`config.mk`:
```
export PLATFORM = sky130hd
export DESIGN_NAME = sdac_frontend
export DESIGN_NICKNAME = d
export VERILOG_FILES = /design/src/rtl/sdac_pkg.sv /design/src/rtl/sdac_pin_sync.sv /design/src/rtl/sdac_edge_detect.sv /design/src/rtl/sdac_shift_unit.sv /design/src/rtl/sdac_dac_hold.sv /design/src/rtl/sdac_frontend.sv
export SDC_FILE = /design/constraint.sdc
export NUM_CORES = 1
export LEC_CHECK = 0
export BUFFER_PORTS_ARGS = -buffer_cell sky130_fd_sc_hd__buf_2
export CAP_MARGIN = 5
export CORE_MARGIN = 2
export CORE_UTILIZATION = 54
export DETAILED_ROUTE_END_ITERATION = 16
export PLACE_DENSITY_LB_ADDON = 0.1
export SLEW_MARGIN = 20
export SYNTH_ARGS = -nofsm -noshare
export SYNTH_HDL_FRONTEND = slang
export SYNTH_HIERARCHICAL = 1
export SYNTH_SLANG_ARGS = --single-unit
```
`constraint.sdc`:
```
create_clock -name clk -period 1.9 [get_ports clk]
set_clock_uncertainty 0.15 [all_clocks]
set_input_delay 0.57 -clock clk [delete_from_list [all_inputs] [get_ports clk]]
set_output_delay 0.57 -clock clk [all_outputs]
set_load 0.01 [all_outputs]
```
`src/rtl/sdac_pkg.sv`:
```
package sdac_pkg;

    localparam int DEF_WORD_W = 12;

    typedef struct packed {
        logic sdi;
        logic sclk;
        logic cs_n;
        logic ld_n;
        logic clr_n;
    } pins_t;

    localparam pins_t PINS_IDLE = '{sdi: 1'b0, sclk: 1'b0, cs_n: 1'b1, ld_n: 1'b1, clr_n: 1'b1};

    function automatic logic rising(input logic cur, input logic prev);
        return cur & ~prev;
    endfunction

endpackage

```
`src/rtl/sdac_pin_sync.sv`:
```
module sdac_pin_sync #(
    parameter int           W      = 5,
    parameter int           STAGES = 2,
    parameter logic [W-1:0] IDLE   = '0
) (
    input  logic         clk,
    input  logic         rst,
    input  logic [W-1:0] raw_i,
    output logic [W-1:0] sync_o
);
    for (genvar b = 0; b < W; b++) begin : g_bit
        logic [STAGES-1:0] chain;
        always_ff @(posedge clk) begin
            if (rst) chain <= {STAGES{IDLE[b]}};
            else     chain <= {chain[STAGES-2:0], raw_i[b]};
        end
        assign sync_o[b] = chain[STAGES-1];
    end
endmodule

```
`src/rtl/sdac_edge_detect.sv`:
```
module sdac_edge_detect (
    input  logic clk,
    input  logic rst,
    input  logic level_i,
    output logic rise_o
);
    logic prev;
    always_ff @(posedge clk) begin
        if (rst) prev <= 1'b0;
        else     prev <= level_i;
    end
    assign rise_o = sdac_pkg::rising(level_i, prev);
endmodule

```
`src/rtl/sdac_shift_unit.sv`:
```
module sdac_shift_unit #(
    parameter int WORD_W = sdac_pkg::DEF_WORD_W
) (
    input  logic              clk,
    input  logic              rst,
    input  logic              sdi_i,
    input  logic              edge_i,
    input  logic              cs_n_i,
    input  logic              ld_n_i,
    output logic [WORD_W-1:0] shreg_o,
    output logic              word_done_o,
    output logic              proto_err_o
);
    localparam int CNT_W = $clog2(WORD_W + 2);
    localparam logic [CNT_W-1:0] CNT_FULL = CNT_W'(WORD_W);
    localparam logic [CNT_W-1:0] CNT_OVER = CNT_W'(WORD_W + 1);

    logic [CNT_W-1:0] bit_cnt;
    logic             take;

    assign take = edge_i & ~cs_n_i;

    always_ff @(posedge clk) begin
        if (rst) begin
            shreg_o     <= '0;
            bit_cnt     <= '0;
            proto_err_o <= 1'b0;
        end else begin
            if (take) shreg_o <= {shreg_o[WORD_W-2:0], sdi_i};
            if (cs_n_i)    bit_cnt <= '0;
            else if (take && bit_cnt != CNT_OVER) bit_cnt <= bit_cnt + 1'b1;
            if (take && !ld_n_i) proto_err_o <= 1'b1;
        end
    end

    assign word_done_o = (bit_cnt == CNT_FULL);

    p_deselect_hold_r3: assert property (@(posedge clk) disable iff (rst)
        cs_n_i |=> $stable(shreg_o));
    p_shift_on_edge_only_r2: assert property (@(posedge clk) disable iff (rst)
        !edge_i |=> $stable(shreg_o));
    p_err_sticky_r8: assert property (@(posedge clk) disable iff (rst)
        proto_err_o |=> proto_err_o);
    p_err_cause_r8: assert property (@(posedge clk) disable iff (rst)
        $rose(proto_err_o) |-> $past(edge_i && !cs_n_i && !ld_n_i));
    p_count_restart_r9: assert property (@(posedge clk) disable iff (rst)
        cs_n_i |=> !word_done_o);
endmodule

```
`src/rtl/sdac_dac_hold.sv`:
```
module sdac_dac_hold #(
    parameter int WORD_W = sdac_pkg::DEF_WORD_W
) (
    input  logic              clk,
    input  logic              rst,
    input  logic              ld_n_i,
    input  logic              clr_n_i,
    input  logic [WORD_W-1:0] shreg_i,
    output logic [WORD_W-1:0] code_o
);
    always_ff @(posedge clk) begin
        if (rst || !clr_n_i) code_o <= '0;
        else if (!ld_n_i)    code_o <= shreg_i;
    end

    p_clear_zero_r7: assert property (@(posedge clk) disable iff (rst)
        !clr_n_i |=> (code_o == '0));
    p_latched_r6: assert property (@(posedge clk) disable iff (rst)
        (clr_n_i && ld_n_i) |=> $stable(code_o));
    p_transparent_r6: assert property (@(posedge clk) disable iff (rst)
        (clr_n_i && !ld_n_i) |=> (code_o == $past(shreg_i)));
endmodule

```
`src/rtl/sdac_frontend.sv`:
```
module sdac_frontend #(
    parameter int WORD_W = sdac_pkg::DEF_WORD_W
) (
    input  logic              clk,
    input  logic              rst,
    input  logic              sdi,
    input  logic              sclk,
    input  logic              cs_n,
    input  logic              ld_n,
    input  logic              clr_n,
    output logic [WORD_W-1:0] dac_code,
    output logic              word_done,
    output logic              proto_err
);
    import sdac_pkg::*;

    localparam int PIN_W = $bits(pins_t);

    pins_t             raw_pins;
    pins_t             s_pins;
    logic [PIN_W-1:0]  sync_bus;
    logic              sclk_rise;
    logic [WORD_W-1:0] shreg;

    assign raw_pins.sdi   = sdi;
    assign raw_pins.sclk  = sclk;
    assign raw_pins.cs_n  = cs_n;
    assign raw_pins.ld_n  = ld_n;
    assign raw_pins.clr_n = clr_n;

    sdac_pin_sync #(.W(PIN_W), .STAGES(2), .IDLE(PINS_IDLE)) u_sync (
        .clk    (clk),
        .rst    (rst),
        .raw_i  (raw_pins),
        .sync_o (sync_bus)
    );
    assign s_pins = pins_t'(sync_bus);

    sdac_edge_detect u_edge (
        .clk     (clk),
        .rst     (rst),
        .level_i (s_pins.sclk),
        .rise_o  (sclk_rise)
    );

    sdac_shift_unit #(.WORD_W(WORD_W)) u_shift (
        .clk         (clk),
        .rst         (rst),
        .sdi_i       (s_pins.sdi),
        .edge_i      (sclk_rise),
        .cs_n_i      (s_pins.cs_n),
        .ld_n_i      (s_pins.ld_n),
        .shreg_o     (shreg),
        .word_done_o (word_done),
        .proto_err_o (proto_err)
    );

    sdac_dac_hold #(.WORD_W(WORD_W)) u_dac (
        .clk     (clk),
        .rst     (rst),
        .ld_n_i  (s_pins.ld_n),
        .clr_n_i (s_pins.clr_n),
        .shreg_i (shreg),
        .code_o  (dac_code)
    );
endmodule

```
* Word level (Yosys, flattened, before mapping)
Index checks and enable logic that the tools add are counted.
** Storage, ports and cells
- Register bits after elaboration :: 40
- Bits of input ports :: 7
- Output and inout port bits :: 14
- Logic and storage cells :: 23
** Operators by class
- Add/sub/neg operators :: 1
- Equality and inequality tests :: 2
- Bitwise gates (word level) :: 4
- Reduce and logical (&&, ||, !) cells :: 6
** Operator list (number)
- $add 4x1->4 const B :: 1
- $eq 4x4->1 const B :: 1
- $ne 4x4->1 const B :: 1
- $and 1x1->1 :: 2
- $logic_and 1x1->1 :: 2
- $logic_not 1->1 :: 2
- $not 1->1 :: 2
- $reduce_or 2->1 :: 1
- $logic_or 1x1->1 :: 1

* Longest topological paths before layout
- Depth after elaboration :: 4
- Depth in mapped cells :: 7
- Depth with buffers taken out :: 5

* Cells and area by module
The synthesis kept the hierarchy.
** Modules (own cells, without submodules)
- sdac_shift_unit :: times used 1, cells an instance 85, area each 710.7 µm², seq. area each 340.3 µm²
- sdac_dac_hold :: times used 1, cells an instance 39, area each 427.9 µm², seq. area each 240.2 µm²
- sdac_pin_sync :: times used 1, cells an instance 25, area each 300.3 µm², seq. area each 200.2 µm²
- sdac_edge_detect :: times used 1, cells an instance 3, area each 47.5 µm², seq. area each 20.0 µm²

* Least setup slack after synthesis
OpenSTA, ideal clock, no wires.
- Kind :: flip-flop to output port
- From :: register u_shift.bit_cnt[0]
- To :: output port word_done
- Data arrival time :: 838 ps
- Setup slack :: 342 ps
- Stages on the path, launching flop included :: 4
- Cell sequence :: dfxtp_1 -> inv_1 -> ha_1 -> and3_1
** Between the ends
- Longest elaborated chain between the ends :: 1
** RTL lines
- start: declaration :: RTL line sdac_shift_unit.sv:18 : logic [CNT_W-1:0] bit_cnt;
- start signal: assignment :: RTL line sdac_shift_unit.sv:31 : else if (take && bit_cnt != CNT_OVER) bit_cnt <= bit_cnt + 1'b1;
- $eq 4x4->1 :: RTL line sdac_shift_unit.sv:36 : assign word_done_o = (bit_cnt == CNT_FULL);
- end: declaration :: RTL line sdac_frontend.sv:12 : output logic word_done,
Every way passes these cells.

* Worst setup path after layout
Same ends and word-level chain as after synthesis.

==> summary.md <==
The flow ran to the end, and the final reports show no timing, DRC or antenna violations. In this run the power density over the cells is 782 mW/mm^2. In the layout the commonest cells are sky130_fd_sc_hd__dfxtp_1, sky130_fd_sc_hd__nand2_1, sky130_fd_sc_hd__buf_2. Input and output buffers added on the ports amount to 20. The synthesized design devotes to its leading area cell type 53.9% of total area. CTS saw 40 sinks. The tools report the number of iterations in the first detailed-routing pass as 4.

Clock tree synthesis selected as its root buffer the cell sky130_fd_sc_hd__clkbuf_4. For the setup slack on the worst flop-to-flop path, the log shows 0.40 ns. Overall track demand over capacity in global routing: 17.5%.

The classification of the worst-slack hold path is input pin to register. The via density per instance was 5.01. The clock-pin transition on the worst setup and hold timing paths was 0.10 ns; the post-layout worst setup margin was 0.0240 ns.

The distinct cell type count of the synthesized netlist was 27. The number of global-route vias before repair came out at 991. For this run, the number of Yosys warnings is 6.

The number of enable-type register cells in the synthesized netlist works out to 0. TritonCTS built the clock tree. The final hold violation count was 0; the post-synthesis instance area was 0.00149 sq mm. STA classifies the critical path endpoint as a primary output. The count of vias placed by the detailed router was 1042; the number of core rows was 19.

Wires add up to 2450 um. The initial DRC count was 27. After clock tree synthesis, the flow added hold-fix buffers numbering 0.

Along the worst path, the maximum fanout reaches 2. Setup violations remaining at the end of the flow were counted as 0. Leaving out fill and tap cells, the most frequent cell in the layout is sky130_fd_sc_hd__dfxtp_1. For the pin with the worst max-slew slack, the measured transition is 0.474 ns. The run gives 2 as the buffer depth of the longest clock path. 0 antenna diodes ended up in the layout. The basic-gate share of the synthesized area counting and, or, nand and nor cells is 20.7%.

The first global-routing pass estimated 4260 um of wire. The mean instance size in the synthesized netlist is 9.78 sq um, and the leakage power figure is 0.737 nW. Based on the critical path, the design can be clocked at up to 0.533 GHz.

For the worst setup path, the data required time is 1.18 ns. Main combinational cell family by area after synthesis: simple AND/OR/NAND/NOR gates. The die is 56.5 um tall. OpenSTA, run right after detailed placement, puts the worst setup slack at 0.178 ns. Setup repair after global routing could not meet its margin everywhere. In the synthesized netlist the async set-or-reset flop fraction comes to 0%. The tools report the data arrival time of the critical path as 1.16 ns. Pin placement for this block handled 21 I/O pins. The worst-case IR drop observed on VDD is 0.775 mV.

By area the synthesized netlist is led by sky130_fd_sc_hd__dfxtp_1, sky130_fd_sc_hd__mux2i_1, sky130_fd_sc_hd__nand2_1, sky130_fd_sc_hd__a21oi_1, sky130_fd_sc_hd__nor2_1. The tools report the post-detailed-placement half-perimeter wirelength as 1650 um. TritonCTS created 5 clock buffers. In this run the number of H-tree levels came out at 2. The average wire length per cell after detail routing is 11.8 um.

Placer congestion estimate: 0.686. STA classifies the critical path startpoint as a register. The number of filler cells placed in the layout is 247.

The number of max-slew violations in the final report came out at 0. The cell count after synthesis came out at 152. Measured against the total synthesized area, the mux share comes to 8.08%. After routing, the total negative slack on setup checks comes to 0 ns. The tools report the area of the die as 0.00319 sq mm. The run gives 55.3% as the effective utilization at floorplan. After global routing the overflow that remains totals 0. The post-synthesis share of cell area spent on xor and xnor gates is 0%, and the initial antenna violation count is 0. For the largest net degree at the start of global routing, the log shows 29. For the worst-skew pair, the clock arrives at the later sink with an insertion delay of 0.34 ns. The overall die width is 56.5 um.

The region available for standard cell placement spans 0.00269 sq mm. The worst slew slack as a fraction of its limit is 68.4%. The number of nets handed over by synthesis was 162. The ratio of final minimum period to clock period was 98.7%. Of all cell types, the one taking the most synthesized area is sky130_fd_sc_hd__dfxtp_1. The final layout contains 186 nets.

The logs give 0 for the post-route DRC violation count and 0 for the antenna violation net count after detailed routing. The design draws 1.33 mW. Of the total synthesized cell area, the portion taken by full adders, half adders and majority gates is 2.53%. The share of the yosys chip area belonging to registers came out at 53.9%. The post-synthesis register bit count came out at 40. The complex-gate fraction of the synthesized area works out to 8.50%. The final period demand of the worst path is 1.88 ns, and the share of post-route cells with drive strength above 1 is 26.6%.

Relative to the synthesized area, the layout overhead comes to 14.6%. The tool flagged a number of max-cap violations equal to 0. The critical path is of the register to primary output type.

Among all flip-flop cells after synthesis, the most frequent one is sky130_fd_sc_hd__dfxtp_1.
[path summary, 6_finish.rpt]
check,startpoint,end,cells past startpoint
setup / recovery,u_shift/bit_cnt[0],word_done,4
setup reg to reg,u_sync/g_bit[3].chain[1],u_shift/bit_cnt[3],4
hold / removal,cs_n,u_sync/g_bit[2].chain[0],2
hold reg to reg,u_sync/g_bit[2].chain[0],u_sync/g_bit[2].chain[1],1
[kinds of logic after synthesis]
| kind of cell | count (synthesis) |
|---|---|
| adder cells (fa/ha/maj) | 3 |
| AND/OR/NAND/NOR | 62 |
| multiplexers | 12 |
| buffers and inverters | 15 |
| flip-flops | 40 |
| AO/OA/AOI/OAI | 20 |
[worst max-delay path, cell delays in order (launching register included)]
cell and delay [ns]:
sky130_fd_sc_hd__dfxtp_4 0.37, sky130_fd_sc_hd__inv_4 0.04, sky130_fd_sc_hd__ha_4 0.14, sky130_fd_sc_hd__and3_4 0.17, sky130_fd_sc_hd__buf_6 0.11
[through the flow]
| step | cells | utilization [%] | hold slack [ns] | cell area (sq um) |
|---|---|---|---|---|
| 3_5_place_dp | 195 | 58.5 | 0.239 | 1570 |
| 5_1_grt | 208 | 63.4 | 0.220 | 1700 |
| 4_1_cts | 207 | 63.2 | 0.240 | 1700 |
| 3_3_place_gp | 195 | 58.5 | 0.237 | 1570 |
| 2_1_floorplan | 152 | - | 0.233 | 1490 |
| 6_report | 208 | 63.4 | 0.254 | 1700 |
[per-layer routing]
metal	part of all wire (%)	global-route usage, %
met1	47	20.2
met2	48	29.2
met3	4.5	7.60
met4	1.2	5.10
met5	0	0
[where the power goes]
group	switching, mW	internal [mW]
clock	0.256	0.181
combinational	0.0248	0.0190
sequential	0.00441	0.847
total	0.286	1.05
[synthesized netlist by cell type (2+ instances only)]
library cell	n
sky130_fd_sc_hd__nor2_1	13
sky130_fd_sc_hd__a21oi_1	14
sky130_fd_sc_hd__nor2b_4	2
sky130_fd_sc_hd__nand2_1	25
sky130_fd_sc_hd__buf_4	5
sky130_fd_sc_hd__a211oi_1	2
sky130_fd_sc_hd__mux2i_1	12
sky130_fd_sc_hd__nor2b_1	4
sky130_fd_sc_hd__dfxtp_1	40
sky130_fd_sc_hd__buf_2	3
sky130_fd_sc_hd__or2_1	6
sky130_fd_sc_hd__ha_1	3
sky130_fd_sc_hd__o21ai_1	2
sky130_fd_sc_hd__nand3_1	4
sky130_fd_sc_hd__buf_6	2
sky130_fd_sc_hd__and3_1	2
sky130_fd_sc_hd__inv_1	3
[flip-flops by register name, summed over array words and instances (netlist names)]
name	cells
u_shift/bit_cnt	4
u_sync/g_bit.chain	10
u_dac/code_o	12
u_shift/shreg_o	12
u_shift/proto_err_o	1
u_edge/prev	1
[final cells by class]
class                           count  area, sq um  area share [%]
Clock buffer                        7         55.1            3.23
Clock inverter                      1         7.51           0.441
Inverter                            3         13.8           0.808
Multi-Input combinational cell     97          609            35.8
Sequential cell                    40          806            47.3
Tap cell                           31         38.8            2.28
Timing Repair Buffer               29          174            10.2
[timing repair]
item | 4_1_cts | 5_1_grt
buffers inserted | 4 | 1
endpoints found under the hold margin | 0 | 0
endpoints found under the setup margin | 1 | 1
pin swaps | 1 | 0
gates resized for setup | 10 | 0
Power figures use the tool's default switching activity.
